## config.mk

```make
export PLATFORM = sky130hd
export DESIGN_NAME = uart_rx_qualifier
export DESIGN_NICKNAME = d
export VERILOG_FILES = /design/src/rtl/uartq_pkg.sv /design/src/rtl/uartq_sync.sv /design/src/rtl/uartq_vote.sv /design/src/rtl/uartq_shift.sv /design/src/rtl/uart_rx_qualifier.sv
export SDC_FILE = /design/constraint.sdc
export NUM_CORES = 1
export LEC_CHECK = 0
export BUFFER_PORTS_ARGS = -buffer_cell sky130_fd_sc_hd__buf_2
export CAP_MARGIN = 20
export CORE_AREA = 2 2 80 82
export CTS_CLUSTER_DIAMETER = 80
export DETAILED_ROUTE_END_ITERATION = 16
export DIE_AREA = 0 0 82 84
export GPL_TIMING_DRIVEN = 0
export PLACE_DENSITY = 0.49
export RECOVER_POWER = 50
export SYNTH_ARGS = -nofsm -noshare
export SYNTH_HDL_FRONTEND = slang
export SYNTH_HIERARCHICAL = 1
export SYNTH_SLANG_ARGS = --single-unit
```

## constraint.sdc

```tcl
create_clock -name clk -period 1.7 [get_ports clk]
set_clock_uncertainty 0.05 [all_clocks]
set_input_delay 0.17 -clock clk [delete_from_list [all_inputs] [get_ports clk]]
set_output_delay 0.17 -clock clk [all_outputs]
set_load 0.01 [all_outputs]
```

## src/rtl/uartq_pkg.sv

```systemverilog
package uartq_pkg;
    typedef enum logic [2:0] {
        S_HUNT,
        S_VERIFY,
        S_DATA,
        S_STOP,
        S_RESYNC
    } rxq_state_e;
endpackage

```

## src/rtl/uartq_sync.sv

```systemverilog
module uartq_sync #(
    parameter int STAGES = 2
) (
    input  logic clk,
    input  logic rst_n,
    input  logic din,
    output logic dout
);
    logic [STAGES-1:0] chain_q;

    generate
        if (STAGES == 1) begin : g_one
            always_ff @(posedge clk or negedge rst_n) begin
                if (!rst_n) chain_q <= '1;
                else        chain_q <= din;
            end
        end else begin : g_many
            always_ff @(posedge clk or negedge rst_n) begin
                if (!rst_n) chain_q <= '1;
                else        chain_q <= {chain_q[STAGES-2:0], din};
            end
        end
    endgenerate

    assign dout = chain_q[STAGES-1];
endmodule

```

## src/rtl/uartq_vote.sv

```systemverilog
module uartq_vote (
    input  logic clk,
    input  logic rst_n,
    input  logic capture,
    input  logic din,
    output logic maj,
    output logic split
);
    logic [1:0] taps_q;
    logic [2:0] votes;

    always_ff @(posedge clk or negedge rst_n) begin
        if (!rst_n)       taps_q <= '0;
        else if (capture) taps_q <= {taps_q[0], din};
    end

    assign votes = {taps_q, din};
    assign maj   = (votes[0] & votes[1]) | (votes[0] & votes[2]) | (votes[1] & votes[2]);
    assign split = (|votes) & ~(&votes);
endmodule

```

## src/rtl/uartq_shift.sv

```systemverilog
module uartq_shift #(
    parameter int W = 9
) (
    input  logic         clk,
    input  logic         rst_n,
    input  logic         clr,
    input  logic         shift,
    input  logic         din,
    input  logic         wide,
    output logic [W-1:0] word
);
    logic [W-1:0] sr_q;
    logic [W-1:0] nxt;
    int           top;

    assign top = wide ? W - 1 : W - 2;

    generate
        for (genvar i = 0; i < W; i++) begin : g_bit
            if (i == W - 1) begin : g_msb
                assign nxt[i] = wide ? din : 1'b0;
            end else begin : g_low
                assign nxt[i] = (i == top) ? din :
                                (i < top)  ? sr_q[i+1] : 1'b0;
            end
        end
    endgenerate

    always_ff @(posedge clk or negedge rst_n) begin
        if (!rst_n)     sr_q <= '0;
        else if (clr)   sr_q <= '0;
        else if (shift) sr_q <= nxt;
    end

    assign word = sr_q;
endmodule

```

## src/rtl/uart_rx_qualifier.sv

```systemverilog
module uart_rx_qualifier
    import uartq_pkg::*;
#(
    parameter int OVERSAMPLE   = 16,
    parameter int SYNC_STAGES  = 2,
    parameter int WORD_MAX     = 9,
    parameter int VERIFY_FIRST = 3,
    parameter int VERIFY_STEP  = 2
) (
    input  logic                clk,
    input  logic                rst_n,
    input  logic                sample_en,
    input  logic                rxd,
    input  logic                mode9,
    output logic [WORD_MAX-1:0] rx_word,
    output logic                rx_valid,
    output logic                rx_noise,
    output logic                rx_ferr,
    output logic                rx_break
);
    localparam int PHASE_W = $clog2(OVERSAMPLE);
    localparam int SLOT_W  = $clog2(WORD_MAX + 2);
    localparam logic [PHASE_W-1:0] PH_V1   = PHASE_W'(VERIFY_FIRST);
    localparam logic [PHASE_W-1:0] PH_V2   = PHASE_W'(VERIFY_FIRST + VERIFY_STEP);
    localparam logic [PHASE_W-1:0] PH_V3   = PHASE_W'(VERIFY_FIRST + 2 * VERIFY_STEP);
    localparam logic [PHASE_W-1:0] PH_C1   = PHASE_W'(OVERSAMPLE / 2 - 1);
    localparam logic [PHASE_W-1:0] PH_C2   = PHASE_W'(OVERSAMPLE / 2);
    localparam logic [PHASE_W-1:0] PH_C3   = PHASE_W'(OVERSAMPLE / 2 + 1);
    localparam logic [PHASE_W-1:0] PH_LAST = PHASE_W'(OVERSAMPLE - 1);
    localparam logic [SLOT_W-1:0]  SLOT_WIDE   = SLOT_W'(WORD_MAX);
    localparam logic [SLOT_W-1:0]  SLOT_NARROW = SLOT_W'(WORD_MAX - 1);

    rxq_state_e          state_q, state_d;
    logic                line;
    logic [PHASE_W-1:0]  phase_q;
    logic [SLOT_W-1:0]   slot_q;
    logic                hist_q;
    logic                noise_q;
    logic                zero_q;
    logic                wide_q;
    logic                vote_maj, vote_split;
    logic [WORD_MAX-1:0] shift_word;

    logic edge_hit, v_cap, start_dec, start_ok, bit_dec, stop_dec;
    logic slot_end, last_slot, frame_break;

    // ---------------- submodules ----------------
    uartq_sync #(.STAGES(SYNC_STAGES)) u_sync (
        .clk  (clk),
        .rst_n(rst_n),
        .din  (rxd),
        .dout (line)
    );

    uartq_vote u_vote (
        .clk    (clk),
        .rst_n  (rst_n),
        .capture(v_cap),
        .din    (line),
        .maj    (vote_maj),
        .split  (vote_split)
    );

    uartq_shift #(.W(WORD_MAX)) u_shift (
        .clk  (clk),
        .rst_n(rst_n),
        .clr  (edge_hit),
        .shift(bit_dec),
        .din  (vote_maj),
        .wide (wide_q),
        .word (shift_word)
    );

    // ---------------- decode of tick events ----------------
    assign edge_hit  = sample_en && (state_q == S_HUNT) && hist_q && !line;
    assign v_cap     = sample_en &&
                       (((state_q == S_VERIFY) && ((phase_q == PH_V1) || (phase_q == PH_V2))) ||
                        (((state_q == S_DATA) || (state_q == S_STOP)) &&
                         ((phase_q == PH_C1) || (phase_q == PH_C2))));
    assign start_dec = sample_en && (state_q == S_VERIFY) && (phase_q == PH_V3);
    assign start_ok  = start_dec && !vote_maj;
    assign bit_dec   = sample_en && (state_q == S_DATA) && (phase_q == PH_C3) && (slot_q != '0);
    assign stop_dec  = sample_en && (state_q == S_STOP) && (phase_q == PH_C3);
    assign slot_end  = sample_en && (phase_q == PH_LAST);
    assign last_slot = (slot_q == (wide_q ? SLOT_WIDE : SLOT_NARROW));
    assign frame_break = !vote_maj && zero_q;

    // ---------------- next state ----------------
    always_comb begin
        state_d = state_q;
        unique case (state_q)
            S_HUNT: begin
                if (edge_hit) state_d = S_VERIFY;
            end
            S_VERIFY: begin
                if (start_dec) state_d = vote_maj ? S_HUNT : S_DATA;
            end
            S_DATA: begin
                if (slot_end && last_slot) state_d = S_STOP;
            end
            S_STOP: begin
                if (stop_dec) begin
                    if (vote_maj || frame_break) state_d = S_HUNT;
                    else                         state_d = S_RESYNC;
                end
            end
            S_RESYNC: begin
                if (slot_end) state_d = S_HUNT;
            end
            default: state_d = S_HUNT;
        endcase
    end

    // ---------------- state register ----------------
    always_ff @(posedge clk or negedge rst_n) begin
        if (!rst_n) state_q <= S_HUNT;
        else        state_q <= state_d;
    end

    // ---------------- phase, slot and frame bookkeeping ----------------
    always_ff @(posedge clk or negedge rst_n) begin
        if (!rst_n) begin
            phase_q <= '0;
            slot_q  <= '0;
        end else if (sample_en) begin
            if (state_q == S_HUNT)      phase_q <= edge_hit ? PHASE_W'(1) : '0;
            else if (phase_q == PH_LAST) phase_q <= '0;
            else                         phase_q <= phase_q + 1'b1;

            if (start_ok)                         slot_q <= '0;
            else if ((state_q == S_DATA) && slot_end) slot_q <= slot_q + 1'b1;
        end
    end

    // Sample history: last level seen by edge search (forced after recovery)
    always_ff @(posedge clk or negedge rst_n) begin
        if (!rst_n) begin
            hist_q <= 1'b0;
        end else if (sample_en) begin
            unique case (state_q)
                S_HUNT:   hist_q <= line;
                S_VERIFY: if (start_dec && vote_maj) hist_q <= line;
                S_STOP:   if (stop_dec) hist_q <= vote_maj;
                S_RESYNC: if (slot_end) hist_q <= 1'b1;
                default:  hist_q <= hist_q;
            endcase
        end
    end

    always_ff @(posedge clk or negedge rst_n) begin
        if (!rst_n) begin
            noise_q <= 1'b0;
            zero_q  <= 1'b0;
            wide_q  <= 1'b0;
        end else begin
            if (edge_hit) begin
                noise_q <= 1'b0;
                zero_q  <= 1'b1;
                wide_q  <= mode9;
            end else begin
                if (start_ok || bit_dec) noise_q <= noise_q | vote_split;
                if (bit_dec && vote_maj) zero_q <= 1'b0;
            end
        end
    end

    // ---------------- outputs ----------------
    always_ff @(posedge clk or negedge rst_n) begin
        if (!rst_n) begin
            rx_word  <= '0;
            rx_valid <= 1'b0;
            rx_noise <= 1'b0;
            rx_ferr  <= 1'b0;
            rx_break <= 1'b0;
        end else begin
            rx_valid <= stop_dec;
            if (stop_dec) begin
                rx_word  <= shift_word;
                rx_noise <= noise_q | vote_split;
                rx_ferr  <= !vote_maj;
                rx_break <= frame_break;
            end
        end
    end
endmodule

```

==> metrics.md <==
| Metric | Value |
|---|---|
| Final Cell Area | 2620 µm² |
| Final hold slack | roughly 56 ps |
| Starting density of the core | 0.3376 |
| DRT iter0 DRCs | 70 |
| Yosys top cell area share | 0.4742 |
| Failing checks | setup timing |
| Pwr/cell area | 1235 nW/µm² |
| Dpl cell area | 2253 µm² |
| EDFF count, synth | 0 |
| Port buffer count | 17 |
| I/O Pins | 18 |
| Nets | ~240 |
| Worst-margin pin slew | 890.8 ps |
| Worst Setup Slack, final | -110.2 ps |
| Slew Limit Fails | 0 |
| Leak | approximately 1.2 nW |
| Die width | between 80 and 90 µm |
| Endpoint type of the worst setup path | flop |
| Fmax | 552.4 MHz |
| Initial antenna violation count | 0 |
| Cell variety after synth | 50 |
| CP Launch Type | flop |
| Synth area leaders | dfrtp_1, mux2_2, mux2i_1 |
| Crit path time final | ~1800 ps |
| Largest net degree at the start of global routing | between 40 and 50 |
| Vias | around 1500 |
| Die Area | between 6000 and 7000 µm² |
| Root Driver | clkbuf_8 |
| Worst setup path start | phase_q[2]$_DFFE_PN0P_ |
| WP data arrival | 1940 ps |
| DRC viols | 0 |
| YS warnings | 6 |
| Pwr Total | around 3.2 mW |
| CP max FO | 10 |
| Final setup viols | 12 |
| Detail Route Antenna Nets | 0 |
| Most numerous cell in the Yosys netlist | dfrtp_1 |
| R2r setup slk | -110 ps |
| RSZ-0062 raised after global routing | true |
| Peak supply drop | around 490 µV |
| Mapped Cells | approximately 180 |
| 1st-pass router iterations | 4 |
| Worst reg2reg path depth | 6 |
| Layout cells sized above 1 | 0.4079 |
| Status | complete, but fails checks |
| Max-Cap Viols | 0 |
| Clk buf depth | 2 |
| Grt ovf | 0 |
| Layout area overhead | 27.29% |
| Crit path capture | u_shift/word[0]$_DFFE_PN0P_ |
| GRT Overall Usage | 0.1346 |
| Num CTS Buffers | 5 |
| Diodes inserted | 0 |
| First-pass GRT wire length | between 7 and 8 mm |
| Synth area leader | dfrtp_1 |
| Synth Area per Inst | around 11 µm² |
| Reg2reg end | u_shift/word[0]$_DFFE_PN0P_ |
| WL per Instance | roughly 14 µm |
| Fin Setup TNS | -905.6 ps |
| Post-Syn Area | roughly 2100 µm² |
| Vias/cell | 4.905 |
| Ys async rst share | 1.000 |
| HP Class | input pin to flop |
| Clock sink count | 41 |
| H-tree levels | 2 |
| Most common flop cell mapped by yosys | dfrtp_1 |
| Height of the chip | roughly 84 µm |
| Top cell types by occurrence after synthesis | dfrtp_1, nor2_1, mux2_2 |
| DP Worst Slack | -241.0 ps |
| DP HPWL | approximately 2.7 mm |
| Seq cells post-synth | 41 |
| Row count | 29 |
| Syn nets | about 190 |
| Vias in the first global route | 1451 |
| Core ar. | between 6000 and 7000 µm² |
| R2r startpoint | phase_q[2]$_DFFE_PN0P_ |
| Clk_lat worst skew | 290 ps |
| Register clock-pin slew on the reported worst setup and hold paths | 80 ps |
| Post-synthesis sequential area ratio | 0.4997 |
| CTS tree | done |
| Final Hold Fails | 0 |
| Slew headroom | 0.4062 |
| Final wirelength | ~4.3 mm |
| WP data required | around 1800 ps |
| Global placement routability congestion | between 0.7 and 0.8 |
| Crit Path Category | flop to flop |
| Period utilisation layout | 1.065 |
==> how the worst min path moves through the flow <==
stage	start	end	slack, ps	depth (start not counted)
2_1_floorplan	rst_n	hist_q$_DFFE_PN0P_	-180	0
3_3_place_gp	rxd	u_sync/chain_q[0]$_DFF_PN1_	230	1
3_5_place_dp	rxd	u_sync/chain_q[0]$_DFF_PN1_	230	1
4_1_cts	rst_n	slot_q[0]$_DFFE_PN0P_	10	1
5_1_grt	mode9	wide_q$_DFFE_PN0P_	50	2
6_report	mode9	wide_q$_DFFE_PN0P_	60	2
==> final cells by class <==
cell class	count	area, µm²
well taps	77	96.34
fillers	621	3476
multi-input cells	124	1045
plain buffers	10	77.57
clock buffers	6	82.58
flip-flops and latches	41	1031
inverters	7	26.28
repair buffers	38	247.7
clock inverters	2	13.76
==> per-stage QoR <==
stage                     instances    util
after floorplan                 183       -
after global placement          277  0.3697
after detailed placement        277  0.3697
after CTS                       297  0.4074
after global routing            305  0.4298
final                           305  0.4298
==> repair_timing <==
action,CTS,global route
pin swaps,8,8
gates resized for setup,13,19
endpoints found under the setup margin,22,30
hold endpoints to repair,1,39
hold buffers,1,1
buffers inserted,11,7
==> placed cells by master, fill, tap and decap left out, drive strengths merged, types with 2 or more instances in the layout <==
cell type	instances
nand4b	3
nand3	7
a32o	2
mux2	13
buf	41
xnor2	3
nor4	2
a21oi	6
inv	7
nor3	8
mux2i	10
o21ai	7
nand2b	4
dlygate4sd3	2
dfrtp	39
clkinv	2
a211oi	2
nand2	9
o211a	2
o22ai	2
nor2	20
ha	5
dfstp	2
clkbuf	11
==> cell families (layout without fill, tap and decap cells) <==
| kind of cell | count (synthesis) | after routing | share of synthesized area |
|---|---|---|---|
| AOI/OAI and AO/OA | 28 | 28 | 0.1027 |
| xor gates and xnor gates | 4 | 4 | 0.01702 |
| adders and majority gates | 6 | 6 | 0.03587 |
| buffers and inverters | 18 | 63 | 0.04863 |
| DFF | 41 | 41 | 0.4997 |
| muxes | 23 | 23 | 0.1216 |
| and+or+nand+nor | 63 | 63 | 0.1745 |
==> metal layers <==
metal  GRT usage  part of all wire  vias up
met2      0.1988              0.48       16
li1            -                 -      738
met5           0                 0        -
met4     0.04091             0.012        0
met1      0.1956              0.49      737
met3     0.02922             0.020        5
==> where the power goes <==
| group | switching [mW] | leakage (nW) | total [mW] | internal [mW] |
|---|---|---|---|---|
| logic | 0.647 | 0.632 | 1.25 | 0.607 |
| clock network | 0.355 | 0.0512 | 0.685 | 0.330 |
| registers | 0.155 | 0.537 | 1.30 | 1.14 |
==> critical path: stages, from the launching register on <==
cell and delay, ps:
dfrtp_1 380, buf_4 170, nand4b_1 260, a2111oi_4 370, buf_6 220, mux2i_1 190
nor2_1 50
==> sequential cells by signal, summed over array words and instances, names as in the netlist, 2 cells and up <==
register / flops
u_vote/taps_q: 2
state_q: 3
u_sync/chain_q: 2
phase_q: 4
u_shift/word: 9
slot_q: 4
rx_word: 9
No activity file was read; power rests on OpenSTA's default activity.
